$ cat config.mk
export PLATFORM = sky130hd
export DESIGN_NAME = sfifo_pflags
export DESIGN_NICKNAME = d
export VERILOG_FILES = /design/src/rtl/sfifo_pkg.sv /design/src/rtl/sfifo_rst_sync.sv /design/src/rtl/sfifo_ctrl.sv /design/src/rtl/sfifo_mem.sv /design/src/rtl/sfifo_pflags.sv
export SDC_FILE = /design/constraint.sdc
export NUM_CORES = 2
export LEC_CHECK = 0
export BUFFER_PORTS_ARGS = -buffer_cell sky130_fd_sc_hd__buf_2
export CAP_MARGIN = 20
export CORE_MARGIN = 8
export CORE_UTILIZATION = 25
export DETAILED_ROUTE_END_ITERATION = 6
export PLACE_DENSITY = 0.41
export SLEW_MARGIN = 20
export SYNTH_ARGS = -nofsm -noshare
export SYNTH_HDL_FRONTEND = slang
export SYNTH_SLANG_ARGS = --single-unit
$ cat constraint.sdc
create_clock -name clk -period 3.1 [get_ports clk]
set_input_delay 0.31 -clock clk [delete_from_list [all_inputs] [get_ports clk]]
set_output_delay 0.31 -clock clk [all_outputs]
set_load 0.05 [all_outputs]
$ cat src/rtl/sfifo_pkg.sv
`timescale 1ns/1ps
package sfifo_pkg;

    typedef enum logic [1:0] {
        ST_HOLD = 2'd0,
        ST_WAIT = 2'd1,
        ST_RUN  = 2'd2
    } fsm_e;

    // Offset chosen by the strap: step * (code + 1)
    function automatic int sel_to_offset(input int code, input int step);
        return step * (code + 1);
    endfunction

endpackage

$ cat src/rtl/sfifo_rst_sync.sv
`timescale 1ns/1ps
module sfifo_rst_sync #(
    parameter int STAGES = 2
) (
    input  logic clk,
    input  logic rst_n,
    output logic srst_n
);

    logic [STAGES-1:0] chain_q;

    generate
        for (genvar g = 0; g < STAGES; g++) begin : g_stage
            if (g == 0) begin : g_first
                always_ff @(posedge clk or negedge rst_n) begin
                    if (!rst_n) chain_q[g] <= 1'b0;
                    else        chain_q[g] <= 1'b1;
                end
            end else begin : g_next
                always_ff @(posedge clk or negedge rst_n) begin
                    if (!rst_n) chain_q[g] <= 1'b0;
                    else        chain_q[g] <= chain_q[g-1];
                end
            end
        end
    endgenerate

    assign srst_n = chain_q[STAGES-1];

    // the synchronized release comes only after the earlier stage was high
    assert_sync_order_R3: assert property (@(posedge clk) disable iff (!rst_n)
        $rose(chain_q[STAGES-1]) |-> $past(chain_q[STAGES-2]));

endmodule

$ cat src/rtl/sfifo_ctrl.sv
`timescale 1ns/1ps
module sfifo_ctrl
    import sfifo_pkg::*;
#(
    parameter int DEPTH    = 64,
    parameter int SEL_W    = 2,
    parameter int OFS_STEP = 4,
    localparam int AW      = $clog2(DEPTH),
    localparam int CW      = AW + 1
) (
    input  logic             clk,
    input  logic             srst_n,
    input  logic [SEL_W-1:0] ofs_sel,
    input  logic             wr_en,
    input  logic             rd_en,
    output logic             wr_acc,
    output logic             rd_acc,
    output logic [AW-1:0]    wr_ptr,
    output logic [AW-1:0]    rd_ptr,
    output logic             in_rdy,
    output logic             out_rdy,
    output logic             ae_n,
    output logic             af_n
);

    localparam logic [CW-1:0] FULL_CNT = CW'(DEPTH);

    fsm_e          st_q, st_d;
    logic [CW-1:0] ofs_q;
    logic [CW-1:0] cnt_q;
    logic [AW-1:0] wp_q, rp_q, wp_nxt, rp_nxt;
    logic [CW-1:0] free_cnt;

    // ---------------- state register ----------------
    always_ff @(posedge clk or negedge srst_n) begin
        if (!srst_n) st_q <= ST_HOLD;
        else         st_q <= st_d;
    end

    always_comb begin
        st_d = st_q;
        unique case (st_q)
            ST_HOLD: st_d = ST_WAIT;   // release
            ST_WAIT: st_d = ST_RUN;    // arm
            ST_RUN:  st_d = ST_RUN;    // hold
            default: st_d = ST_HOLD;
        endcase
    end

    // ---------------- offset capture ----------------
    always_ff @(posedge clk or negedge srst_n) begin
        if (!srst_n)
            ofs_q <= CW'(OFS_STEP);
        else if (st_q == ST_HOLD)
            ofs_q <= CW'(sel_to_offset(int'(ofs_sel), OFS_STEP));
    end

    // ---------------- pointer wrap variant ----------------
    generate
        if ((1 << AW) == DEPTH) begin : g_pow2
            assign wp_nxt = wp_q + 1'b1;
            assign rp_nxt = rp_q + 1'b1;
        end else begin : g_mod
            assign wp_nxt = (wp_q == AW'(DEPTH - 1)) ? '0 : wp_q + 1'b1;
            assign rp_nxt = (rp_q == AW'(DEPTH - 1)) ? '0 : rp_q + 1'b1;
        end
    endgenerate

    assign wr_acc = wr_en && in_rdy;
    assign rd_acc = rd_en && out_rdy;

    always_ff @(posedge clk or negedge srst_n) begin
        if (!srst_n) begin
            wp_q  <= '0;
            rp_q  <= '0;
            cnt_q <= '0;
        end else begin
            if (wr_acc) wp_q <= wp_nxt;
            if (rd_acc) rp_q <= rp_nxt;
            if (wr_acc && !rd_acc)      cnt_q <= cnt_q + 1'b1;
            else if (rd_acc && !wr_acc) cnt_q <= cnt_q - 1'b1;
        end
    end

    assign wr_ptr   = wp_q;
    assign rd_ptr   = rp_q;
    assign free_cnt = FULL_CNT - cnt_q;

    // ---------------- flag outputs ----------------
    always_comb begin
        unique case (st_q)
            ST_RUN: begin
                in_rdy  = (cnt_q != FULL_CNT);
                out_rdy = (cnt_q != '0);
                ae_n    = (cnt_q > ofs_q);
                af_n    = (free_cnt > ofs_q);
            end
            default: begin
                in_rdy  = 1'b0;
                out_rdy = 1'b0;
                ae_n    = 1'b0;
                af_n    = 1'b1;
            end
        endcase
    end

    // ---------------- assertions ----------------
    assert_ready_after_wait_R3: assert property (@(posedge clk) disable iff (!srst_n)
        (st_q == ST_WAIT) |=> (st_q == ST_RUN && in_rdy));

    assert_offset_hold_R4: assert property (@(posedge clk) disable iff (!srst_n)
        (st_q != ST_HOLD) |=> $stable(ofs_q));

    assert_count_step_R5: assert property (@(posedge clk) disable iff (!srst_n)
        (wr_acc && !rd_acc) |=> (cnt_q == $past(cnt_q) + 1'b1));

    assert_no_overflow_R9: assert property (@(posedge clk) disable iff (!srst_n)
        (cnt_q == FULL_CNT && !rd_en) |=> (cnt_q == FULL_CNT && $stable(wp_q)));

    assert_no_underflow_R9: assert property (@(posedge clk) disable iff (!srst_n)
        (st_q == ST_RUN && cnt_q == '0 && !wr_en) |=> (cnt_q == '0 && $stable(rp_q)));

    assert_pair_keeps_count_R10: assert property (@(posedge clk) disable iff (!srst_n)
        (wr_acc && rd_acc) |=> $stable(cnt_q));

    assert_af_needs_data_R8: assert property (@(posedge clk) disable iff (!srst_n)
        (!af_n) |-> out_rdy);

endmodule

$ cat src/rtl/sfifo_mem.sv
`timescale 1ns/1ps
module sfifo_mem #(
    parameter int WIDTH = 36,
    parameter int DEPTH = 64,
    localparam int AW   = $clog2(DEPTH)
) (
    input  logic             clk,
    input  logic             srst_n,
    input  logic             wr_acc,
    input  logic [AW-1:0]    wr_ptr,
    input  logic [WIDTH-1:0] wr_data,
    input  logic             rd_acc,
    input  logic [AW-1:0]    rd_ptr,
    output logic [WIDTH-1:0] rd_data
);

    logic [WIDTH-1:0] mem_q [DEPTH];

    always_ff @(posedge clk) begin
        if (wr_acc) mem_q[wr_ptr] <= wr_data;
    end

    always_ff @(posedge clk or negedge srst_n) begin
        if (!srst_n)     rd_data <= '0;
        else if (rd_acc) rd_data <= mem_q[rd_ptr];
    end

    assert_read_known_R6: assert property (@(posedge clk) disable iff (!srst_n)
        rd_acc |=> !$isunknown(rd_data));

endmodule

$ cat src/rtl/sfifo_pflags.sv
`timescale 1ns/1ps
module sfifo_pflags #(
    parameter int WIDTH    = 36,
    parameter int DEPTH    = 64,
    parameter int SEL_W    = 2,
    parameter int OFS_STEP = 4,
    parameter int SYNC_N   = 2
) (
    input  logic             clk,
    input  logic             rst_n,
    input  logic [SEL_W-1:0] ofs_sel,
    input  logic             wr_en,
    input  logic [WIDTH-1:0] wr_data,
    input  logic             rd_en,
    output logic [WIDTH-1:0] rd_data,
    output logic             in_rdy,
    output logic             out_rdy,
    output logic             almost_empty_n,
    output logic             almost_full_n
);

    localparam int AW = $clog2(DEPTH);

    logic          srst_n;
    logic          wr_acc, rd_acc;
    logic [AW-1:0] wr_ptr, rd_ptr;

    sfifo_rst_sync #(.STAGES(SYNC_N)) u_sync (
        .clk    (clk),
        .rst_n  (rst_n),
        .srst_n (srst_n)
    );

    sfifo_ctrl #(.DEPTH(DEPTH), .SEL_W(SEL_W), .OFS_STEP(OFS_STEP)) u_ctrl (
        .clk     (clk),
        .srst_n  (srst_n),
        .ofs_sel (ofs_sel),
        .wr_en   (wr_en),
        .rd_en   (rd_en),
        .wr_acc  (wr_acc),
        .rd_acc  (rd_acc),
        .wr_ptr  (wr_ptr),
        .rd_ptr  (rd_ptr),
        .in_rdy  (in_rdy),
        .out_rdy (out_rdy),
        .ae_n    (almost_empty_n),
        .af_n    (almost_full_n)
    );

    sfifo_mem #(.WIDTH(WIDTH), .DEPTH(DEPTH)) u_mem (
        .clk     (clk),
        .srst_n  (srst_n),
        .wr_acc  (wr_acc),
        .wr_ptr  (wr_ptr),
        .wr_data (wr_data),
        .rd_acc  (rd_acc),
        .rd_ptr  (rd_ptr),
        .rd_data (rd_data)
    );

    // full and empty never shown at once while running
    assert_ready_exclusive_R11: assert property (@(posedge clk) disable iff (!srst_n)
        !(!in_rdy && !out_rdy && almost_full_n == 1'b0));

endmodule

==> results_dict.tcl <==
set metrics [dict create \
    synth_fa_ha_area_share_pct 0.2840 \
    synth_area_mm2 0.09074 \
    start_kind "register" \
    status "complete, no violations" \
    synth-async-reset-ratio_pct 2.620 \
    portBuffers 81 \
    initialDrtViolationCount 4060 \
    die_area_mm2 0.3825 \
    synth.mux.area_fraction_pct 14.99 \
    whs_ns 0.005057 \
    finClkSkew_ns 0.03634 \
    crit_path_max_incr_delay_ns 0.84 \
    synth.distinct_cells 59 \
    grt_first_pass_wirelength_mm 392.8 \
    fin_setup_tns_ns 0 \
    peakVddDrop_mv 0.7642 \
    first_pass_iters 5 \
    cts_tree "yes" \
    pin_count 82 \
    grt_pass1_vias 47479 \
    htree_levels 5 \
    final_util_pct 30.31 \
    rows 221 \
    dpl_cell_area_mm2 0.1011 \
    initial_utilization_pct 25.07 \
    grt_usage_pct 14.46 \
    ys_seq_area_share_pct 77.96 \
    grt_overflow 0 \
    hp-class "in2reg" \
    period_share_pct 98.04 \
    die_w_um 618.5 \
    final_nets 4876 \
    cts.reportedPaths.clkPinSlew_ns 0.06 \
    antenna_left 0 \
    crit_buf_inv 2 \
    fin_crit_ns 3.039 \
    routed_wl_mm 284.1 \
    yosys_warnings 0 \
    p_leak_nw 34.92 \
    worst_path_max_delay_cell "o41ai_1" \
    numCtsBuffers 269 \
    r2r_slack_ns 0.06 \
    timing.final.hold_violations 0 \
    routedWlPerCell_um 28.96 \
    worstPathArrival_ns 3.72 \
    ys_ff_latch 2366 \
    grt_max_degree 65 \
    clock_latency_ns 0.84 \
    dp_hpwl_mm 170.3 \
    required_ns 3.78 \
    path_common_cell "buf_12" \
    rsz0062_at_grt "true" \
    postSynthAreaPerCell_um2 21.32 \
    slew_headroom_pct 24.44 \
    cts_num_sinks 2366 \
    vias_per_cell 4.638 \
    powerDensity_mw_per_mm2 892.4 \
    netlist_instances 4257 \
    fp.dieH_um 618.5 \
    drive_above_1_share_pct 28.23 \
    drv_slew 0 \
    ctsLongestPathBuffers 4 \
    end_kind "register" \
    critPathKind "reg2reg" \
    worst_slack_ns 0.06087 \
    fin_area_mm2 0.1097 \
    synth_top_family_by_area "multiplexers" \
    cp_max_fo 51 \
    synth-xor-area-share_pct 0.1737 \
    worstPathCellList "buf_12, buf_12, mux4_2, a22o_1, o41ai_1, o211ai_1" \
    via_count 45493 \
    antenna_found_initial 21 \
    fmax_ghz 0.3290 \
    gp_congestion 0.7305 \
    syn_nets 4319 \
    cpLargestDelayFamily "compound AO/OA/AOI/OAI gates" \
    areaGrowthSynthToFinish_pct 20.90 \
    setup_viol 0 \
    synth_enable_flop_cells 2304 \
    tightest_slew_ns 1.132 \
    cap_violations 0 \
    synth_simple_gate_area_share_pct 1.510 \
    core-area_mm2 0.3620 \
    synth_compound_area_share_pct 3.644 \
    drc 0 \
    synth_flop_cell "edfxtp_1" \
    dpl_worst_slack_ns 0.05210 \
    cts_root_buf "clkbuf_16" \
]
## state kept, by name (all words and copies together), names as in the netlist
name            cells
u_sync.chain_q      1
u_mem.mem_q      2304
u_ctrl.st_q         2
u_ctrl.wr_ptr       6
u_sync.srst_n       1
u_mem.rd_data      36
u_ctrl.cnt_q        7
u_ctrl.ofs_q        3
u_ctrl.rd_ptr       6
## power breakdown
| group | total [mW] | switching [mW] | internal [mW] |
|---|---|---|---|
| Sequential | 37.5 | 0.948 | 36.6 |
| Clock | 30.1 | 12.6 | 17.4 |
| Combinational | 30.3 | 17.8 | 12.5 |
| Total | 97.9 | 31.3 | 66.6 |
## final cells by class
class                           instances  area, µm²
Tap cell                             4794       5998
Sequential cell                      2366      70760
Fill cell                           34951     252300
Clock inverter                        111      835.8
Inverter                               15      62.56
Antenna cell                            6      15.01
Clock buffer                          354       7282
Multi-Input combinational cell       1641      19310
Timing Repair Buffer                  521       5439
## stage by stage
stage	cells	total power [mW]
2_1_floorplan	4257	55.31
3_3_place_gp	9298	69.09
3_5_place_dp	9301	69.07
4_1_cts	9784	99.51
5_1_grt	9804	101.9
6_report	9808	97.90
## worst register-to-register path, delay by kind of cell, from the launching register on
kind / cells / cell delay [ns]
DFF: 1 / 0.51
buffers and inverters: 2 / 0.53
muxes: 1 / 0.61
AOI/OAI and AO/OA: 3 / 1.24
## synthesized netlist by cell type (7+ instances only)
master / n / area, µm²
edfxtp_1: 2304 / 69190
buf_2: 60 / 300.3
ha_1: 19 / 237.7
mux2_2: 24 / 270.3
a221o_1: 7 / 70.07
nor2b_1: 9 / 56.30
a22oi_1: 136 / 1021
xnor2_1: 15 / 131.4
mux2i_1: 335 / 3353
inv_1: 13 / 48.80
a221oi_1: 37 / 324.1
o41ai_1: 8 / 70.07
buf_1: 28 / 105.1
mux2_1: 8 / 90.09
dfrtp_1: 61 / 1526
mux4_2: 439 / 9887
nor3_1: 10 / 50.05
nand3_1: 60 / 300.3
a2bb2oi_1: 9 / 78.83
o21ai_0: 43 / 215.2
clkbuf_1: 92 / 345.3
buf_6: 17 / 191.4
o221ai_1: 22 / 192.7
nand2_1: 120 / 450.4
a22o_1: 8 / 70.07
o21ai_1: 26 / 130.1
a21oi_1: 90 / 450.4
buf_4: 41 / 307.8
o211ai_1: 9 / 67.56
o22ai_1: 46 / 287.8
nor2_1: 84 / 315.3
## logic make-up (layout without fill, tap and decap cells)
family	after synthesis	after routing
compound gates	482	482
xor+xnor	18	18
fa+ha+maj	20	20
buf+inv	253	1001
flops	2366	2366
mux	806	806
other cells	1	7
simple gates	311	314
## what timing repair did
action,4_1_cts,5_1_grt
hold endpoints to repair,193,20
hold buffers,16,2
resized for setup,7,8
pin swaps,2,17
setup buffers,1,12
gates cloned,1,2
setup endpoints to repair,1,125
## routing by layer
metal,routed length [µm],share of wire (%),vias to the layer above,GRT usage [%]
met2,133500,47,1112,23.42
li1,-,-,19023,-
met3,13550,4.8,351,2.172
met5,48,0.017,-,0
met1,130700,46,24999,20.54
met4,6311,2.2,8,3.239
## worst paths after layout
kind,startpoint,end,cells past startpoint
setup / recovery,u_ctrl.rd_ptr[0],u_mem.rd_data[13],6
hold / removal,wr_data[24],u_mem.mem_q[37][24],1
setup reg to reg,u_ctrl.rd_ptr[0],u_mem.rd_data[13],6
hold reg to reg,u_sync.srst_n,u_ctrl.cnt_q[5],0
max in group asynchronous,u_sync.srst_n,u_ctrl.ofs_q[2],1
min in group asynchronous,u_sync.srst_n,u_ctrl.cnt_q[5],0
## placed cells by master (no fill, tap or decap), drive strengths merged, types with 46 or more instances in the layout
master	n
nand2	120
nor2	87
buf	503
mux2i	335
o22ai	46
clkinv	91
edfxtp	2304
nand3	60
mux4	439
a22oi	136
dfrtp	61
o21ai	69
a21oi	90
clkbuf	354
(Power assumes the default switching activity.)
